$ cat src/rtl/rb_pkg.sv
package rb_pkg;

  localparam int RES_W  = 10;
  localparam int BYTE_W = 8;

  typedef logic [RES_W-1:0]  raw_t;
  typedef logic [BYTE_W-1:0] byte_t;

  // Byte of a 10-bit result as seen at one half of a 16-bit pair.
  function automatic byte_t fmt_byte(raw_t d, logic left, logic low);
    byte_t b;
    if (left) begin
      b = low ? {d[1:0], 6'b000000} : d[9:2];
    end else begin
      b = low ? d[7:0] : {6'b000000, d[9:8]};
    end
    return b;
  endfunction

  // Which half of a pair must be read first under a given alignment.
  function automatic logic is_first_half(logic left, logic low);
    return left ? !low : low;
  endfunction

endpackage

$ cat src/rtl/rb_slot_ring.sv
module rb_slot_ring
  import rb_pkg::*;
#(
  parameter int NSLOT = 8,
  localparam int SW = (NSLOT > 1) ? $clog2(NSLOT) : 1
) (
  input  logic             clk,
  input  logic             rst_n,
  input  logic             buf_en,
  input  logic [SW-1:0]    last_slot,
  input  logic             wr_vld,
  input  raw_t             wr_data,
  input  logic             clr_vld,
  input  logic [SW-1:0]    clr_idx,
  input  logic [SW-1:0]    rd_idx,
  output raw_t             rd_raw,
  output logic [NSLOT-1:0] slot_we,
  output logic             ovr_hit,
  output logic             full_evt
);

  localparam logic [SW-1:0] TOP_IDX = SW'(NSLOT - 1);

  raw_t             slot_q [NSLOT];
  logic [NSLOT-1:0] unread_q;
  logic [SW-1:0]    wptr_q;
  logic             buf_en_q;
  logic             en_rise;
  logic [SW-1:0]    ptr_eff;
  logic             we;
  logic             clr_same;

  assign en_rise  = buf_en & ~buf_en_q;
  assign ptr_eff  = en_rise ? '0 : wptr_q;
  assign we       = wr_vld & buf_en;
  assign clr_same = clr_vld && (clr_idx == ptr_eff);
  assign ovr_hit  = we && unread_q[ptr_eff] && !clr_same;
  assign full_evt = we && ((ptr_eff == last_slot) || (ptr_eff == TOP_IDX));
  assign rd_raw   = slot_q[rd_idx];

  always_comb begin
    for (int k = 0; k < NSLOT; k++) begin
      slot_we[k] = we && (ptr_eff == SW'(k));
    end
  end

  always_ff @(posedge clk or negedge rst_n) begin
    if (!rst_n) begin
      buf_en_q <= 1'b0;
      wptr_q   <= '0;
    end else begin
      buf_en_q <= buf_en;
      if (we) begin
        wptr_q <= full_evt ? '0 : ptr_eff + SW'(1);
      end else if (en_rise) begin
        wptr_q <= '0;
      end
    end
  end

  always_ff @(posedge clk or negedge rst_n) begin
    if (!rst_n) begin
      unread_q <= '0;
      for (int k = 0; k < NSLOT; k++) slot_q[k] <= '0;
    end else begin
      for (int k = 0; k < NSLOT; k++) begin
        if (slot_we[k]) begin
          slot_q[k]   <= wr_data;
          unread_q[k] <= 1'b1;
        end else if (clr_vld && (clr_idx == SW'(k))) begin
          unread_q[k] <= 1'b0;
        end
      end
    end
  end

endmodule

$ cat src/rtl/rb_read_port.sv
module rb_read_port
  import rb_pkg::*;
#(
  parameter int PW = 4,
  localparam int AW = PW + 1
) (
  input  logic          clk,
  input  logic          rst_n,
  input  logic          rd_en,
  input  logic [AW-1:0] rd_addr,
  input  logic          align_left,
  input  raw_t          live_raw,
  input  logic          pair_ok,
  output logic [PW-1:0] pair_idx,
  output logic          second_rd,
  output byte_t         rd_data
);

  logic          is_low;
  logic          first;
  logic          first_rd;
  byte_t         live_byte;
  byte_t         other_byte;
  byte_t         shd_q;
  logic          shd_vld_q;
  logic [PW-1:0] shd_pair_q;
  logic          shd_hit;

  assign pair_idx   = rd_addr[AW-1:1];
  assign is_low     = rd_addr[0];
  assign first      = is_first_half(align_left, is_low);
  assign first_rd   = rd_en & first;
  assign second_rd  = rd_en & ~first;
  assign live_byte  = pair_ok ? fmt_byte(live_raw, align_left, is_low)  : '0;
  assign other_byte = pair_ok ? fmt_byte(live_raw, align_left, !is_low) : '0;
  assign shd_hit    = shd_vld_q && (shd_pair_q == pair_idx);

  always_ff @(posedge clk or negedge rst_n) begin
    if (!rst_n) begin
      rd_data    <= '0;
      shd_q      <= '0;
      shd_vld_q  <= 1'b0;
      shd_pair_q <= '0;
    end else if (first_rd) begin
      rd_data    <= live_byte;
      shd_q      <= other_byte;
      shd_vld_q  <= 1'b1;
      shd_pair_q <= pair_idx;
    end else if (second_rd) begin
      rd_data    <= shd_hit ? shd_q : live_byte;
      shd_vld_q  <= 1'b0;
    end
  end

endmodule

$ cat src/rtl/rb_event_gen.sv
module rb_event_gen (
  input  logic clk,
  input  logic rst_n,
  input  logic conv_valid,
  input  logic buf_en,
  input  logic full_evt,
  input  logic ovr_hit,
  input  logic ovr_wr,
  input  logic ovr_wdata,
  output logic eoc,
  output logic ovr
);

  always_ff @(posedge clk or negedge rst_n) begin
    if (!rst_n) begin
      eoc <= 1'b0;
      ovr <= 1'b0;
    end else begin
      eoc <= buf_en ? full_evt : conv_valid;
      if (ovr_hit)                   ovr <= 1'b1;
      else if (ovr_wr && !ovr_wdata) ovr <= 1'b0;
    end
  end

endmodule

$ cat src/rtl/rb_result_buffer.sv
module rb_result_buffer
  import rb_pkg::*;
#(
  parameter int NSLOT = 8,
  localparam int SW = (NSLOT > 1) ? $clog2(NSLOT) : 1,
  localparam int PW = $clog2(NSLOT + 1),
  localparam int AW = PW + 1
) (
  input  logic          clk,
  input  logic          rst_n,
  input  logic          conv_valid,
  input  logic [9:0]    conv_data,
  input  logic          align_left,
  input  logic          buf_en,
  input  logic [SW-1:0] last_slot,
  input  logic          rd_en,
  input  logic [AW-1:0] rd_addr,
  input  logic          ovr_wr,
  input  logic          ovr_wdata,
  output logic [7:0]    rd_data,
  output logic          eoc,
  output logic          ovr
);

  raw_t             main_q;
  raw_t             ring_raw;
  raw_t             live_raw;
  logic [PW-1:0]    pair_idx;
  logic [PW-1:0]    slot_sel;
  logic             pair_ok;
  logic             second_rd;
  logic             clr_vld;
  logic [SW-1:0]    clr_idx;
  logic [NSLOT-1:0] slot_we;
  logic             ovr_hit;
  logic             full_evt;

  always_ff @(posedge clk or negedge rst_n) begin
    if (!rst_n)          main_q <= '0;
    else if (conv_valid) main_q <= conv_data;
  end

  assign slot_sel = pair_idx - PW'(1);
  assign pair_ok  = (32'(pair_idx) <= NSLOT);
  assign live_raw = (pair_idx == '0) ? main_q : ring_raw;
  assign clr_vld  = second_rd && pair_ok && (pair_idx != '0);
  assign clr_idx  = SW'(slot_sel);

  rb_slot_ring #(.NSLOT(NSLOT)) ring_i (
    .clk       (clk),
    .rst_n     (rst_n),
    .buf_en    (buf_en),
    .last_slot (last_slot),
    .wr_vld    (conv_valid),
    .wr_data   (conv_data),
    .clr_vld   (clr_vld),
    .clr_idx   (clr_idx),
    .rd_idx    (SW'(slot_sel)),
    .rd_raw    (ring_raw),
    .slot_we   (slot_we),
    .ovr_hit   (ovr_hit),
    .full_evt  (full_evt)
  );

  rb_read_port #(.PW(PW)) rdp_i (
    .clk        (clk),
    .rst_n      (rst_n),
    .rd_en      (rd_en),
    .rd_addr    (rd_addr),
    .align_left (align_left),
    .live_raw   (live_raw),
    .pair_ok    (pair_ok),
    .pair_idx   (pair_idx),
    .second_rd  (second_rd),
    .rd_data    (rd_data)
  );

  rb_event_gen evt_i (
    .clk        (clk),
    .rst_n      (rst_n),
    .conv_valid (conv_valid),
    .buf_en     (buf_en),
    .full_evt   (full_evt),
    .ovr_hit    (ovr_hit),
    .ovr_wr     (ovr_wr),
    .ovr_wdata  (ovr_wdata),
    .eoc        (eoc),
    .ovr        (ovr)
  );

endmodule

$ cat config.mk
export PLATFORM = sky130hd
export DESIGN_NAME = rb_result_buffer
export DESIGN_NICKNAME = d
export VERILOG_FILES = /design/src/rtl/rb_pkg.sv /design/src/rtl/rb_slot_ring.sv /design/src/rtl/rb_read_port.sv /design/src/rtl/rb_event_gen.sv /design/src/rtl/rb_result_buffer.sv
export SDC_FILE = /design/constraint.sdc
export NUM_CORES = 1
export LEC_CHECK = 0
export CAP_MARGIN = 40
export CELL_PAD_IN_SITES_DETAIL_PLACEMENT = 0
export CELL_PAD_IN_SITES_GLOBAL_PLACEMENT = 2
export CORE_UTILIZATION = 29
export CTS_CLUSTER_DIAMETER = 40
export DETAILED_ROUTE_END_ITERATION = 7
export GPL_ROUTABILITY_DRIVEN = 0
export PLACE_DENSITY_LB_ADDON = 0.3
export SLEW_MARGIN = 20
export SYNTH_ARGS = -nofsm -noshare
export SYNTH_HDL_FRONTEND = slang
export SYNTH_SLANG_ARGS = --single-unit
$ cat constraint.sdc
create_clock -name clk -period 2.2 [get_ports clk]
set_input_delay 0.44 -clock clk [delete_from_list [all_inputs] [get_ports clk]]
set_output_delay 0.44 -clock clk [all_outputs]
set_load 0.005 [all_outputs]
==> impl_metrics.tcl <==
set metrics [dict create \
    hp-class "input port to async pin" \
    syn2layout_area_growth_pct 32.0 \
    clk_transition_reported_paths_ns 0.06 \
    violations "hold timing" \
    grt_start_max_net_pins 39 \
    fin_nets 694 \
    dr.pass1.iters 5 \
    synth_top_flop_cell "dfrtp_1" \
    final-max-slew-violation-count 0 \
    clock.fmax_ghz 0.473 \
    clk_latency_ns 0.42 \
    ant_nets 0 \
    place_area_um2 8120 \
    async_reset_ff_frac 1.00 \
    vias 4945 \
    cts_inserted_buffers 17 \
    drc 0 \
    worst_slack_ns 0.0876 \
    syn_inst 548 \
    post-place-ws_ns -0.785 \
    crit_fanout 5 \
    crit_type "input port to register" \
    synth-adder-area-share 0.0131 \
    htree_levels 4 \
    cts_root_buf "clkbuf_16" \
    port_buffers 35 \
    cap_violations 0 \
    synth_top_area_cell "dfrtp_1" \
    critPathArrivalTime_ns 2.40 \
    end_kind "register" \
    synthDistinctLibCells 59 \
    ys_ff_latch 125 \
    synth_compound_area_frac 0.120 \
    ir_drop_v 0.000377 \
    synth_common_cells "dfrtp_1, mux2_2, nand2_1" \
    grt_remaining_overflow 0 \
    leakagePower_uw 0.00385 \
    clock_sinks 125 \
    dr.first_iter.drc_count 224 \
    fill_cells 2151 \
    synthesis.nets 581 \
    syn_avg_cell_area_um2 12.2 \
    synth_area_leaders "dfrtp_1, mux2_2, mux4_2" \
    postLayoutCellArea_um2 8820 \
    postCtsHoldBufs 0 \
    yosysMostFrequentCell "dfrtp_1" \
    grt_pass1_wl_um 31900 \
    crit_path_start_kind "input port" \
    relSlewSlack 0.588 \
    worst_clock_skew_ns 0.00935 \
    muxShareOfSynthArea 0.267 \
    dp_hpwl_um 14100 \
    finalCriticalPeriod_ns 2.11 \
    finalHoldViolations 2 \
    synth_edf_count 0 \
    cts_buffer_depth 2 \
    rows 55 \
    required_ns 2.49 \
    core-area_um2 22600 \
    synth_top_area_frac 0.468 \
    drive_gt1_frac 0.405 \
    boundaryPins 36 \
    synthSimpleGateAreaFrac 0.0823 \
    cts_tree "done" \
    worstMarginPinSlew_ns 0.603 \
    synth_warnings 0 \
    synthXorXnorAreaFrac 0.00917 \
    grt_antenna_before_repair 0 \
    synth_top_family_by_area "multiplexers" \
    wirelength_um 20000 \
    dieWidth_um 154 \
    antenna_cells 0 \
    dieArea_um2 23700 \
    hold_slack_ns -0.00385 \
    ys_seq_area_frac 0.468 \
    syn_area_um2 6690 \
    grt_pass1_vias 5220 \
    die_height_um 154 \
    wire_per_inst_um 20.8 \
    start_util 0.295 \
    min_period_over_period 0.960 \
    fin_setup_tns_ns 0 \
    p_per_area_nw_per_um2 928 \
    status "complete, but fails checks" \
    finalSetupViolCount 0 \
    via_per_inst 5.16 \
    grt_setup_unrepaired "no" \
    grt_use_total 0.180 \
]
-- cell families after synthesis --
logic type,count (synthesis)
muxes,131
DFF,125
and+or+nand+nor,116
AOI/OAI and AO/OA,109
buffers and inverters,53
xor gates and xnor gates,7
adders and majority gates,7
-- layout by cell type (no fill, tap or decap), types with 4 or more instances in the layout --
cell	instances
and2_1	5
a21oi_1	13
a211oi_1	4
clkbuf_16	17
inv_6	5
nor3_2	4
mux4_2	25
xnor2_1	6
clkdlybuf4s50_1	31
clkinv_4	4
dfrtp_1	125
ha_1	6
a21o_1	6
nand3_1	5
o211ai_1	7
nor2b_1	10
a22o_1	6
nand2_1	44
mux2_2	92
buf_4	79
o21ai_0	19
mux2i_1	8
o31ai_1	5
buf_12	16
inv_1	14
nor2_1	22
nand2b_1	8
a2bb2oi_1	6
nor3_1	5
a211oi_2	6
a31oi_1	4
-- critical path, stage by stage --
cell and delay (ns):
dlygate4sd2_1 0.34, bufbuf_16 0.32, mux4_2 0.48, mux2i_1 0.17
buf_4 0.16, nor3_1 0.06, a2111oi_4 0.31, a22oi_2 0.12
-- worst paths after layout --
kind / from / end / slack [ns] / depth (start not counted)
setup / recovery: rd_addr[3] / rdp_i.rd_data[6] / 0.09 / 8
hold / removal: rst_n / ring_i.unread_q[3] / -0.004 / 1
setup reg to reg: ring_i.slot_q[26] / rdp_i.rd_data[6] / 0.22 / 5
hold reg to reg: ring_i.unread_q[2] / ring_i.unread_q[2] / 0.48 / 1
max in group asynchronous: rst_n / ring_i.slot_q[0] / 1.47 / 2
min in group clk: ring_i.unread_q[2] / ring_i.unread_q[2] / 0.48 / 1
-- layout make-up --
| class | count | area, um^2 | share of cell area |
|---|---|---|---|
| well taps | 285 | 357 | 0.0404 |
| inverters | 16 | 67.6 | 0.00766 |
| clock inverters | 14 | 159 | 0.0180 |
| multi-input cells | 370 | 3390 | 0.384 |
| clock buffers | 18 | 439 | 0.0498 |
| flip-flops and latches | 125 | 3130 | 0.354 |
| repair buffers | 131 | 1290 | 0.146 |
-- metrics by stage --
step / util / total power [uW] / cells
5_1_grt: 0.390 / 8610 / 959
4_1_cts: 0.388 / 8240 / 959
6_report: 0.390 / 8190 / 959
3_3_place_gp: 0.359 / 5230 / 924
3_5_place_dp: 0.359 / 5320 / 924
2_1_floorplan: - / 4470 / 548
-- where the power goes --
part / switching [uW] / total [uW] / internal [uW]
sequential: 418 / 3290 / 2870
clock: 1140 / 2860 / 1720
combinational: 848 / 2040 / 1200
-- per-layer routing --
metal	GRT usage	part of all wire
met5	0	0
met4	0.0548	0.012
met3	0.0347	0.030
met2	0.287	0.48
met1	0.246	0.47
-- what timing repair did --
action,CTS,global route
gates cloned,1,0
endpoints found under the setup margin,20,6
pin swaps,5,3
setup buffers,2,0
endpoints found under the hold margin,0,0
resized for setup,11,7
-- registers in the layout, indices dropped and copies added, names as in the netlist, 3 cells and up --
name / flops
ring_i.slot_q: 80
main_q: 10
rdp_i.rd_data: 8
rdp_i.shd_q: 8
ring_i.unread_q: 8
rdp_i.shd_pair_q: 4
ring_i.wptr_q: 3
Power figures use the tool's default switching activity.
